===== src/rtl/sock_pkg.sv =====
package sock_pkg;
  typedef enum logic [2:0] {
    CMD_IDLE = 3'b000,
    CMD_WR   = 3'b001,
    CMD_RD   = 3'b010
  } cmd_e;

  typedef enum logic [2:0] {
    RSP_NONE = 3'b000,
    RSP_DVA  = 3'b001,
    RSP_ERR  = 3'b011
  } rsp_e;
endpackage


===== src/rtl/sock_master.sv =====
module sock_master
  import sock_pkg::*;
#(
  parameter int AW         = 6,
  parameter int DW         = 16,
  parameter int DATA_PHASE = 1
) (
  input  logic          clk,
  input  logic          rst,
  input  logic          start,
  input  logic          start_write,
  input  logic [AW-1:0] start_addr,
  input  logic [DW-1:0] start_wdata,
  output logic          busy,
  output logic          done_valid,
  output logic [DW-1:0] done_rdata,
  output logic          done_err,
  output logic [2:0]    m_cmd,
  output logic [AW-1:0] m_addr,
  output logic [DW-1:0] m_data,
  output logic          m_dvalid,
  input  logic          s_accept,
  input  logic          s_daccept,
  input  logic [2:0]    s_resp,
  input  logic [DW-1:0] s_rdata
);
  typedef enum logic [1:0] {ST_IDLE, ST_REQ, ST_DATA, ST_WAIT} st_e;

  st_e           state;
  cmd_e          cmd_q;
  logic [AW-1:0] addr_q;
  logic [DW-1:0] data_q;
  logic          dvalid_q;
  logic          dv_q;
  logic [DW-1:0] drd_q;
  logic          derr_q;

  always_ff @(posedge clk) begin
    if (rst) begin
      state    <= ST_IDLE;
      cmd_q    <= CMD_IDLE;
      addr_q   <= '0;
      data_q   <= '0;
      dvalid_q <= 1'b0;
      dv_q     <= 1'b0;
      drd_q    <= '0;
      derr_q   <= 1'b0;
    end else begin
      dv_q <= 1'b0;
      unique case (state)
        ST_IDLE: if (start) begin
          cmd_q  <= start_write ? CMD_WR : CMD_RD;
          addr_q <= start_addr;
          data_q <= start_wdata;
          state  <= ST_REQ;
        end
        ST_REQ: if (s_accept) begin
          cmd_q <= CMD_IDLE;
          if (cmd_q == CMD_WR) begin
            if (DATA_PHASE != 0) begin
              dvalid_q <= 1'b1;
              state    <= ST_DATA;
            end else begin
              state <= ST_IDLE;
            end
          end else begin
            state <= ST_WAIT;
          end
        end
        ST_DATA: if (s_daccept) begin
          dvalid_q <= 1'b0;
          state    <= ST_IDLE;
        end
        ST_WAIT: if (s_resp != RSP_NONE) begin
          dv_q   <= 1'b1;
          drd_q  <= s_rdata;
          derr_q <= (s_resp == RSP_ERR);
          state  <= ST_IDLE;
        end
        default: state <= ST_IDLE;
      endcase
    end
  end

  assign busy       = (state != ST_IDLE);
  assign done_valid = dv_q;
  assign done_rdata = drd_q;
  assign done_err   = derr_q;
  assign m_cmd      = cmd_q;
  assign m_addr     = addr_q;
  assign m_data     = data_q;
  assign m_dvalid   = dvalid_q;

  // a response may only arrive while a read is waiting for it
  assert_resp_only_waiting_R5: assert property (@(posedge clk) disable iff (rst)
    (s_resp != RSP_NONE) |-> (state == ST_WAIT));

  // the data phase starts only after the request has left the wires
  assert_data_after_req_R8: assert property (@(posedge clk) disable iff (rst)
    m_dvalid |-> (m_cmd == CMD_IDLE));
endmodule


===== src/rtl/sock_responder.sv =====
module sock_responder
  import sock_pkg::*;
#(
  parameter int AW         = 6,
  parameter int DW         = 16,
  parameter int DEPTH      = 40,
  parameter int ACC_DELAY  = 2,
  parameter int RD_LAT     = 3,
  parameter int DATA_PHASE = 1
) (
  input  logic          clk,
  input  logic          rst,
  input  logic [2:0]    m_cmd,
  input  logic [AW-1:0] m_addr,
  input  logic [DW-1:0] m_data,
  input  logic          m_dvalid,
  output logic          s_accept,
  output logic          s_daccept,
  output logic [2:0]    s_resp,
  output logic [DW-1:0] s_rdata
);
  localparam int IW = (DEPTH > 1) ? $clog2(DEPTH) : 1;
  localparam int CW = $clog2(ACC_DELAY + 1) + 1;

  logic          req_valid, hs, in_range, rd_hs;
  logic          acc_q;
  logic [CW-1:0] cnt_q;
  logic          we, re, data_hs;
  logic [IW-1:0] widx, ridx;
  logic [DW-1:0] wdat;
  logic [DW-1:0] mem [DEPTH];
  logic [DW-1:0] rd_q;
  logic [RD_LAT-1:0]         pv, pe;
  logic [RD_LAT-1:0][IW-1:0] pi;

  assign req_valid = (m_cmd != CMD_IDLE);
  assign hs        = req_valid && acc_q;
  assign in_range  = ({1'b0, m_addr} < (AW+1)'(DEPTH));
  assign rd_hs     = hs && (m_cmd == CMD_RD);

  // accept after a fixed wait, as a single-cycle pulse
  always_ff @(posedge clk) begin
    if (rst) begin
      acc_q <= 1'b0;
      cnt_q <= '0;
    end else if (acc_q) begin
      acc_q <= 1'b0;
      cnt_q <= '0;
    end else if (req_valid) begin
      if (cnt_q == CW'(ACC_DELAY)) begin
        acc_q <= 1'b1;
        cnt_q <= '0;
      end else begin
        cnt_q <= cnt_q + 1'b1;
      end
    end else begin
      cnt_q <= '0;
    end
  end
  assign s_accept = acc_q;

  generate
    if (DATA_PHASE != 0) begin : g_dphase
      logic          dacc_q;
      logic [IW-1:0] wa_q;
      logic          wok_q;
      always_ff @(posedge clk) begin
        if (rst) begin
          dacc_q <= 1'b0;
          wa_q   <= '0;
          wok_q  <= 1'b0;
        end else begin
          dacc_q <= m_dvalid && !dacc_q;
          if (hs && m_cmd == CMD_WR) begin
            wa_q  <= m_addr[IW-1:0];
            wok_q <= in_range;
          end
        end
      end
      assign s_daccept = dacc_q;
      assign data_hs   = m_dvalid && dacc_q;
      assign we        = data_hs && wok_q;
      assign widx      = wa_q;
    end else begin : g_posted
      assign s_daccept = 1'b0;
      assign data_hs   = 1'b0;
      assign we        = hs && (m_cmd == CMD_WR) && in_range;
      assign widx      = m_addr[IW-1:0];
    end
  endgenerate
  assign wdat = m_data;

  // read metadata pipeline: stage k is visible k+1 cycles after the handshake
  always_ff @(posedge clk) begin
    if (rst) begin
      pv[0] <= 1'b0;
      pe[0] <= 1'b0;
      pi[0] <= '0;
    end else begin
      pv[0] <= rd_hs;
      pe[0] <= !in_range;
      pi[0] <= m_addr[IW-1:0];
    end
  end

  generate
    for (genvar k = 1; k < RD_LAT; k++) begin : g_stage
      always_ff @(posedge clk) begin
        if (rst) begin
          pv[k] <= 1'b0;
          pe[k] <= 1'b0;
          pi[k] <= '0;
        end else begin
          pv[k] <= pv[k-1];
          pe[k] <= pe[k-1];
          pi[k] <= pi[k-1];
        end
      end
    end
    if (RD_LAT == 1) begin : g_rd_now
      assign re   = rd_hs && in_range;
      assign ridx = m_addr[IW-1:0];
    end else begin : g_rd_late
      assign re   = pv[RD_LAT-2] && !pe[RD_LAT-2];
      assign ridx = pi[RD_LAT-2];
    end
  endgenerate

  // register array, written and read synchronously
  always_ff @(posedge clk) begin
    if (we) mem[widx] <= wdat;
    if (re) rd_q <= mem[ridx];
  end

  assign s_resp  = pv[RD_LAT-1] ? (pe[RD_LAT-1] ? RSP_ERR : RSP_DVA) : RSP_NONE;
  assign s_rdata = (pv[RD_LAT-1] && !pe[RD_LAT-1]) ? rd_q : '0;

  // a pending command stays still until it is accepted
  assert_hold_R2: assert property (@(posedge clk) disable iff (rst)
    (req_valid && !acc_q) |=> (m_cmd == $past(m_cmd) && m_addr == $past(m_addr)
                               && m_data == $past(m_data)));

  // accept is a single-cycle pulse and only answers a command
  assert_accept_pulse_R3: assert property (@(posedge clk) disable iff (rst)
    acc_q |=> !acc_q);
  assert_accept_has_cmd_R3: assert property (@(posedge clk) disable iff (rst)
    acc_q |-> req_valid);

  // the response field carries only the three defined codes
  assert_resp_code_R9: assert property (@(posedge clk) disable iff (rst)
    (s_resp == RSP_NONE) || (s_resp == RSP_DVA) || (s_resp == RSP_ERR));

  // request, data and response phases never share a cycle
  assert_phase_excl_R8: assert property (@(posedge clk) disable iff (rst)
    $onehot0({hs, data_hs, (s_resp != RSP_NONE)}));
endmodule


===== src/rtl/core_socket.sv =====
module core_socket #(
  parameter int AW         = 6,
  parameter int DW         = 16,
  parameter int DEPTH      = 40,
  parameter int ACC_DELAY  = 2,
  parameter int RD_LAT     = 3,
  parameter int DATA_PHASE = 1
) (
  input  logic          clk,
  input  logic          rst,
  input  logic          start,
  input  logic          start_write,
  input  logic [AW-1:0] start_addr,
  input  logic [DW-1:0] start_wdata,
  output logic          busy,
  output logic          done_valid,
  output logic [DW-1:0] done_rdata,
  output logic          done_err,
  output logic [2:0]    sk_cmd,
  output logic          sk_accept,
  output logic          sk_dvalid,
  output logic [2:0]    sk_resp
);
  logic [AW-1:0] m_addr;
  logic [DW-1:0] m_data, s_rdata;
  logic          s_daccept;

  sock_master #(.AW(AW), .DW(DW), .DATA_PHASE(DATA_PHASE)) u_mst (
    .clk(clk), .rst(rst), .start(start), .start_write(start_write),
    .start_addr(start_addr), .start_wdata(start_wdata), .busy(busy),
    .done_valid(done_valid), .done_rdata(done_rdata), .done_err(done_err),
    .m_cmd(sk_cmd), .m_addr(m_addr), .m_data(m_data), .m_dvalid(sk_dvalid),
    .s_accept(sk_accept), .s_daccept(s_daccept), .s_resp(sk_resp),
    .s_rdata(s_rdata)
  );

  sock_responder #(.AW(AW), .DW(DW), .DEPTH(DEPTH), .ACC_DELAY(ACC_DELAY),
                   .RD_LAT(RD_LAT), .DATA_PHASE(DATA_PHASE)) u_slv (
    .clk(clk), .rst(rst), .m_cmd(sk_cmd), .m_addr(m_addr), .m_data(m_data),
    .m_dvalid(sk_dvalid), .s_accept(sk_accept), .s_daccept(s_daccept),
    .s_resp(sk_resp), .s_rdata(s_rdata)
  );
endmodule


===== config.mk =====
export PLATFORM = sky130hd
export DESIGN_NAME = core_socket
export DESIGN_NICKNAME = d
export VERILOG_FILES = /design/src/rtl/sock_pkg.sv /design/src/rtl/sock_master.sv /design/src/rtl/sock_responder.sv /design/src/rtl/core_socket.sv
export SDC_FILE = /design/constraint.sdc
export NUM_CORES = 1
export LEC_CHECK = 0
export BUFFER_PORTS_ARGS = -buffer_cell sky130_fd_sc_hd__buf_4
export CAP_MARGIN = 20
export CORE_ASPECT_RATIO = 0.7
export CORE_UTILIZATION = 25
export DETAILED_ROUTE_END_ITERATION = 16
export MAX_ROUTING_LAYER = met4
export PLACE_DENSITY_LB_ADDON = 0.15
export SETUP_SLACK_MARGIN = 0.2
export SYNTH_ARGS = -nofsm -noshare
export SYNTH_HDL_FRONTEND = slang
export SYNTH_SLANG_ARGS = --single-unit

===== constraint.sdc =====
create_clock -name clk -period 2.05 [get_ports clk]
set_input_delay 0.205 -clock clk [delete_from_list [all_inputs] [get_ports clk]]
set_output_delay 0.205 -clock clk [all_outputs]
set_load 0.1 [all_outputs]

=== Yosys cells after proc, flatten, opt, wreduce, memory -nomap -nowiden ===
Memories as Yosys holds them, arrays and structs flattened. A register that Yosys moved wholly into a read port is not among the register bits.
Cells that the tools add are included.

* Input port bits: 26
* Memories: 1
* Flip-flop bits (word level): 76
* Memory bits (writable): 640
* Logic and storage cells: 85

* Add/subtract/negate cells: 1
* Eq/ne operators: 12
* Bitwise operators: 2
* Multiplexer cells: 21
* $lt $le $gt $ge: 1
* Reductions and logical operators: 26

{| class="wikitable"
|+ Memory list
! memory !! depth !! width !! rd ports !! clocked after Yosys merged registers in !! wr ports !! line !! source
|-
| u_slv.mem || 40 || 16 || 1 || 1 || 1 || sock_responder.sv:31 || <nowiki>logic [DW-1:0] mem [DEPTH];</nowiki>
|}

{| class="wikitable"
|+ Operators with widths
! kind !! number
|-
| $mux 16 || 1
|-
| $mux 2 || 6
|-
| $eq 3x2->1 const B || 3
|-
| $mux 3 || 3
|-
| $logic_and 1x1->1 || 8
|-
| $mux 1 || 8
|-
| $ne 2x1->1 const B || 4
|-
| $pmux 2 s4 || 1
|-
| $reduce_and 4->1 || 2
|-
| $lt 6x6->1 const B || 1
|-
| $pmux 3 s2 || 1
|-
| $reduce_bool 2->1 || 3
|-
| $reduce_bool 3->1 || 2
|-
| $eq 2x2->1 const B || 2
|-
| $logic_not 1->1 || 4
|-
| $reduce_and 2->1 || 2
|-
| $reduce_or 4->1 || 1
|-
| $add 3x1->3 const B || 1
|-
| $eq 3x1->1 const B || 1
|-
| $reduce_and 3->1 || 1
|-
| $reduce_or 3->1 || 1
|-
| $eq 2x1->1 const B || 1
|-
| $logic_not 2->1 || 1
|-
| $ne 2x2->1 const B || 1
|-
| 3 further kinds || 4
|}

=== Logic depth before layout (Yosys ltp) ===
* Depth in word-level cells: 5
* Gate-level depth with buffers: 8
* Mapped depth without buffers: 5

=== Hierarchy ===
Synthesis repeated with hierarchy kept, for this count alone.

* Cell total of the unflattened synthesis: 1622
* Area, all modules: 28516.1 um^2

{| class="wikitable"
|+ Modules (own cells, without submodules)
! module !! seq. area each (um^2) !! cells an instance !! area each (um^2) !! times used
|-
| sock_responder || 20299.5 || 1420 || 26802.0 || 1
|-
| sock_master || 900.9 || 202 || 1714.1 || 1
|}

=== Worst setup path after synthesis ===
No wires, ideal clock.

* Path type: reg-to-reg
* Start point: register u_mst.dvalid_q, in the netlist u_mst.m_dvalid
* End point: memory u_slv.mem[38][0] (enable)
* Period minus slack after synthesis: 2.675 ns
* Setup time: 0.388 ns
* Slack: -0.625 ns
* Stages on the path, launching flop included: 5
* Arrival: 2.286 ns
* Path through: dfxtp_1 -> nand3_1 -> nor2_1 -> nand3_1 -> nor2_1

* Longest elaborated chain between the ends: 4

{| class="wikitable"
|+ Ends and longest elaborated chain
! item !! line !! source
|-
| start, declared || sock_master.sv:33 || <nowiki>logic dvalid_q;</nowiki>
|-
| start signal, assigned || sock_master.sv:44 || <nowiki>dvalid_q <= 1'b0;</nowiki>
|-
| start signal, assigned || sock_master.sv:61 || <nowiki>dvalid_q <= 1'b1;</nowiki>
|-
| start signal, assigned || sock_master.sv:71 || <nowiki>dvalid_q <= 1'b0;</nowiki>
|-
| $logic_and 1x1->1 || sock_responder.sv:81 || <nowiki>assign data_hs = m_dvalid && dacc_q;</nowiki>
|-
| $logic_and 1x1->1 || sock_responder.sv:82 || <nowiki>assign we = data_hs && wok_q;</nowiki>
|-
| $mux 1 || sock_responder.sv:131 || <nowiki>if (we) mem[widx] <= wdat;</nowiki>
|-
| $mux 1 (not written as such) || sock_responder.sv:131 ||
|-
| end, declared || sock_responder.sv:31 ||
|}

Every way passes these cells.

==> impl_metrics.yaml <==
cells_and_area:
  layout-drive-gt1-share: 0.333
  final_common_cell: "edfxtp_1"
  final_nets: 1928
  utilization: 0.332
  syn2layout_area_growth_pct: 30.9
  final_cell_mix: "edfxtp_1 (656), mux2i_1 (256), buf_4 (185)"
  fin_cells: 3470
global_routing:
  antenna_found_initial: 3
  grt_pass1_vias: 15550
  top_usage_layer: "met1"
  grt_use_total: 0.152
  grt_pass1_wl_mm: 119
  grt_max_degree: 42
  met3_usage: 0.0327
  overflow: 0
  met1_usage: 0.231
  met2_usage: 0.204
worst_setup_path:
  slowest_stage: "dfxtp_4"
  arrival_ns: 2.63
  startpoint_type: "flop"
  cp-end-kind: "flop"
  cp_max_fo: 7
  crit_type: "reg -> reg"
  cp.required_ns: 2.49
  cp.buffers_inverters: 5
  cp_common_cell: "buf_4"
  critPathMaxStageDelay_ns: 0.41
  cp_top_family: "buffers and inverters"
  worstPathCellList: "buf_12, buf_6, buf_4, mux2i_1, a22oi_1, buf_4, a21oi_2, buf_4, o41ai_4"
sta:
  fmax_ghz: 0.458
  rsz0062_at_grt: "yes"
  whs_ns: 0.372
  finClkSkew_ns: 0.0255
  finalWorstSetupSlack_ns: -0.136
  maxSlewHeadroom: 0.526
  maxSlewViolCount: 0
  hold_violations: 0
  final-setup-viol-count: 15
  period_share: 1.07
  min_period_ns: 2.19
  tightest_slew_ns: 0.710
drt:
  routed_wl_mm: 84.9
  dr.first_iter.drc_count: 1233
  drc_errors: 0
  first_pass_iters: 5
  wl_per_cell_um: 24.5
  viasPerCell: 4.46
  vias: 15478
  ant_nets: 0
logic_synthesis:
  synth-edff-count: 656
  yosys.area.top_type: "edfxtp_1"
  syn_inst: 1574
  syn_avg_cell_area_sq_um: 17.9
  synth.top_cell.area_share: 0.697
  yosysSeqAreaShare: 0.751
  synth_area_sq_um: 28200
  yosysUniqueCellTypes: 45
  ys.flop_type: "edfxtp_1"
  ys_warn_count: 0
  ys_top_cells_by_area: "edfxtp_1 (70%), mux2i_1 (9.4%), dfxtp_1 (5.3%)"
  synth-async-reset-ratio: 0
  ys_seq_elements: 731
clocking:
  insertion_delay_ns: 0.65
  cts.sinks: 731
  clkTransAtPathRegs_ns: 0.06
  htreeDepth: 3
  cts_tree: "done"
  cts_buffers: 73
  clockBufferDepth: 3
  cts-root-buf: "clkbuf_16"
status:
  violations: "negative setup slack"
  status: "complete, but fails checks"
placed_design:
  place_ws_ns: -0.514
  dp.final_hpwl_mm: 52.6
  placedCellCount: 3248
  port_buffers: 50
  gp_congestion: 0.762
power_and_ir_drop:
  p_per_area_nw_per_um2: 840
  power.total_w: 0.0310
  ir_worst_vdd_v: 0.000555
  leakagePower_nw: 11.8
die:
  fp.dieH_um: 283
  io_pins: 53
  die_area_sq_um: 114000
  rows: 102
  core_area_sq_um: 111000
  initial_core_util: 0.254
  die_w_um: 404
min_path:
  hp-class: "in -> reg"
job:
  max-cap-violations: 0
-- timing repair --
item                                    in CTS  in global routing
cloned                                       8                  2
hold buffers                                36                  0
hold endpoints to repair                    34                  0
resized for setup                          148                 52
endpoints found under the setup margin     271                 60
pin swaps                                   48                 32
buffers inserted                            16                 23
-- state kept, by name (all words and copies together) (netlist names) --
| name | count |
|---|---|
| u_mst.done_err | 1 |
| u_mst.done_rdata | 16 |
| u_mst.done_valid | 1 |
| u_mst.m_addr | 6 |
| u_mst.m_cmd | 2 |
| u_mst.m_data | 16 |
| u_mst.m_dvalid | 1 |
| u_mst.state | 2 |
| u_slv.cnt_q | 3 |
| u_slv.g_dphase.wa_q | 6 |
| u_slv.g_dphase.wok_q | 1 |
| u_slv.mem | 640 |
| u_slv.pe | 3 |
| u_slv.pi | 6 |
| u_slv.pv | 3 |
| u_slv.rd_q | 16 |
| u_slv.ridx | 6 |
| u_slv.s_accept | 1 |
| u_slv.s_daccept | 1 |
-- logic make-up (layout without fill, tap and decap cells) --
logic type               after synthesis  in the layout  share of synthesized area
flip-flops                           731            731                      0.751
multiplexers                         312            312                      0.125
AO/OA/AOI/OAI                        241            241                     0.0704
AND/OR/NAND/NOR                      184            184                     0.0290
buffers and inverters                102            485                     0.0232
adder cells (fa/ha/maj)                2              2                   0.000886
other                                  1              6                   0.000133
XOR/XNOR                               1              1                   0.000310
-- cell usage after synthesis, types with 3 or more instances --
library cell,n
mux2_2,16
dfxtp_1,75
buf_1,7
a221oi_2,18
buf_2,12
inv_1,5
clkbuf_1,38
edfxtp_1,656
nand3_1,4
mux4_2,32
buf_6,21
a22oi_1,65
buf_4,16
a221oi_1,14
a21oi_1,58
nor2_1,67
o41ai_2,16
a22o_1,47
nor2b_1,21
o22ai_1,16
nand2b_1,4
and2_1,3
nand2_1,71
mux2i_1,264
o21ai_0,3
-- stage by stage --
stage	area, sq um	setup TNS (ns)
after global placement	32600	-3.95
after floorplan	28400	0
final	37000	-1.05
after global routing	37000	-2.20
after CTS	36500	-1.50
after detailed placement	32600	-4.35
-- metal layers --
| layer | vias to the layer above | part of all wire |
|---|---|---|
| met2 | 333 | 0.42 |
| met4 | 0 | 0.016 |
| met5 | - | 0 |
| li1 | 6964 | - |
| met1 | 8093 | 0.52 |
| met3 | 88 | 0.051 |
-- path summary, 6_finish.rpt --
check           startpoint         endpoint  slack, ns  depth (start not counted)
min reg2reg    u_slv.pi[5]    u_slv.ridx[5]       0.44                          1
min          start_addr[3]  u_mst.m_addr[3]       0.37                          4
max reg2reg  u_slv.ridx[0]   u_slv.rd_q[15]      -0.14                          9
max          u_slv.ridx[0]   u_slv.rd_q[15]      -0.14                          9
-- worst min-delay path, delay by kind of cell --
kind                   cells  cell delay [ns]
and+or+nand+nor            1             0.04
AOI/OAI and AO/OA          1             0.10
buffers and inverters      2             0.63
-- cell type report --
cell class	instances	area, sq um
sequential	731	21200
antenna	4	10.0
clock buffer	105	2100
fill	10678	74300
tap	1508	1890
timing repair buffer	347	4180
inverter	5	18.8
clock inverter	28	258
multi-input combinational	742	7270
-- power breakdown --
part	leakage, nW	switching, W	internal, W
Clock	1.16	0.00569	0.00777
Combinational	4.00	0.000694	0.000509
Sequential	6.66	0.000119	0.0163
Note: power is estimated with default switching activity, not from simulation.
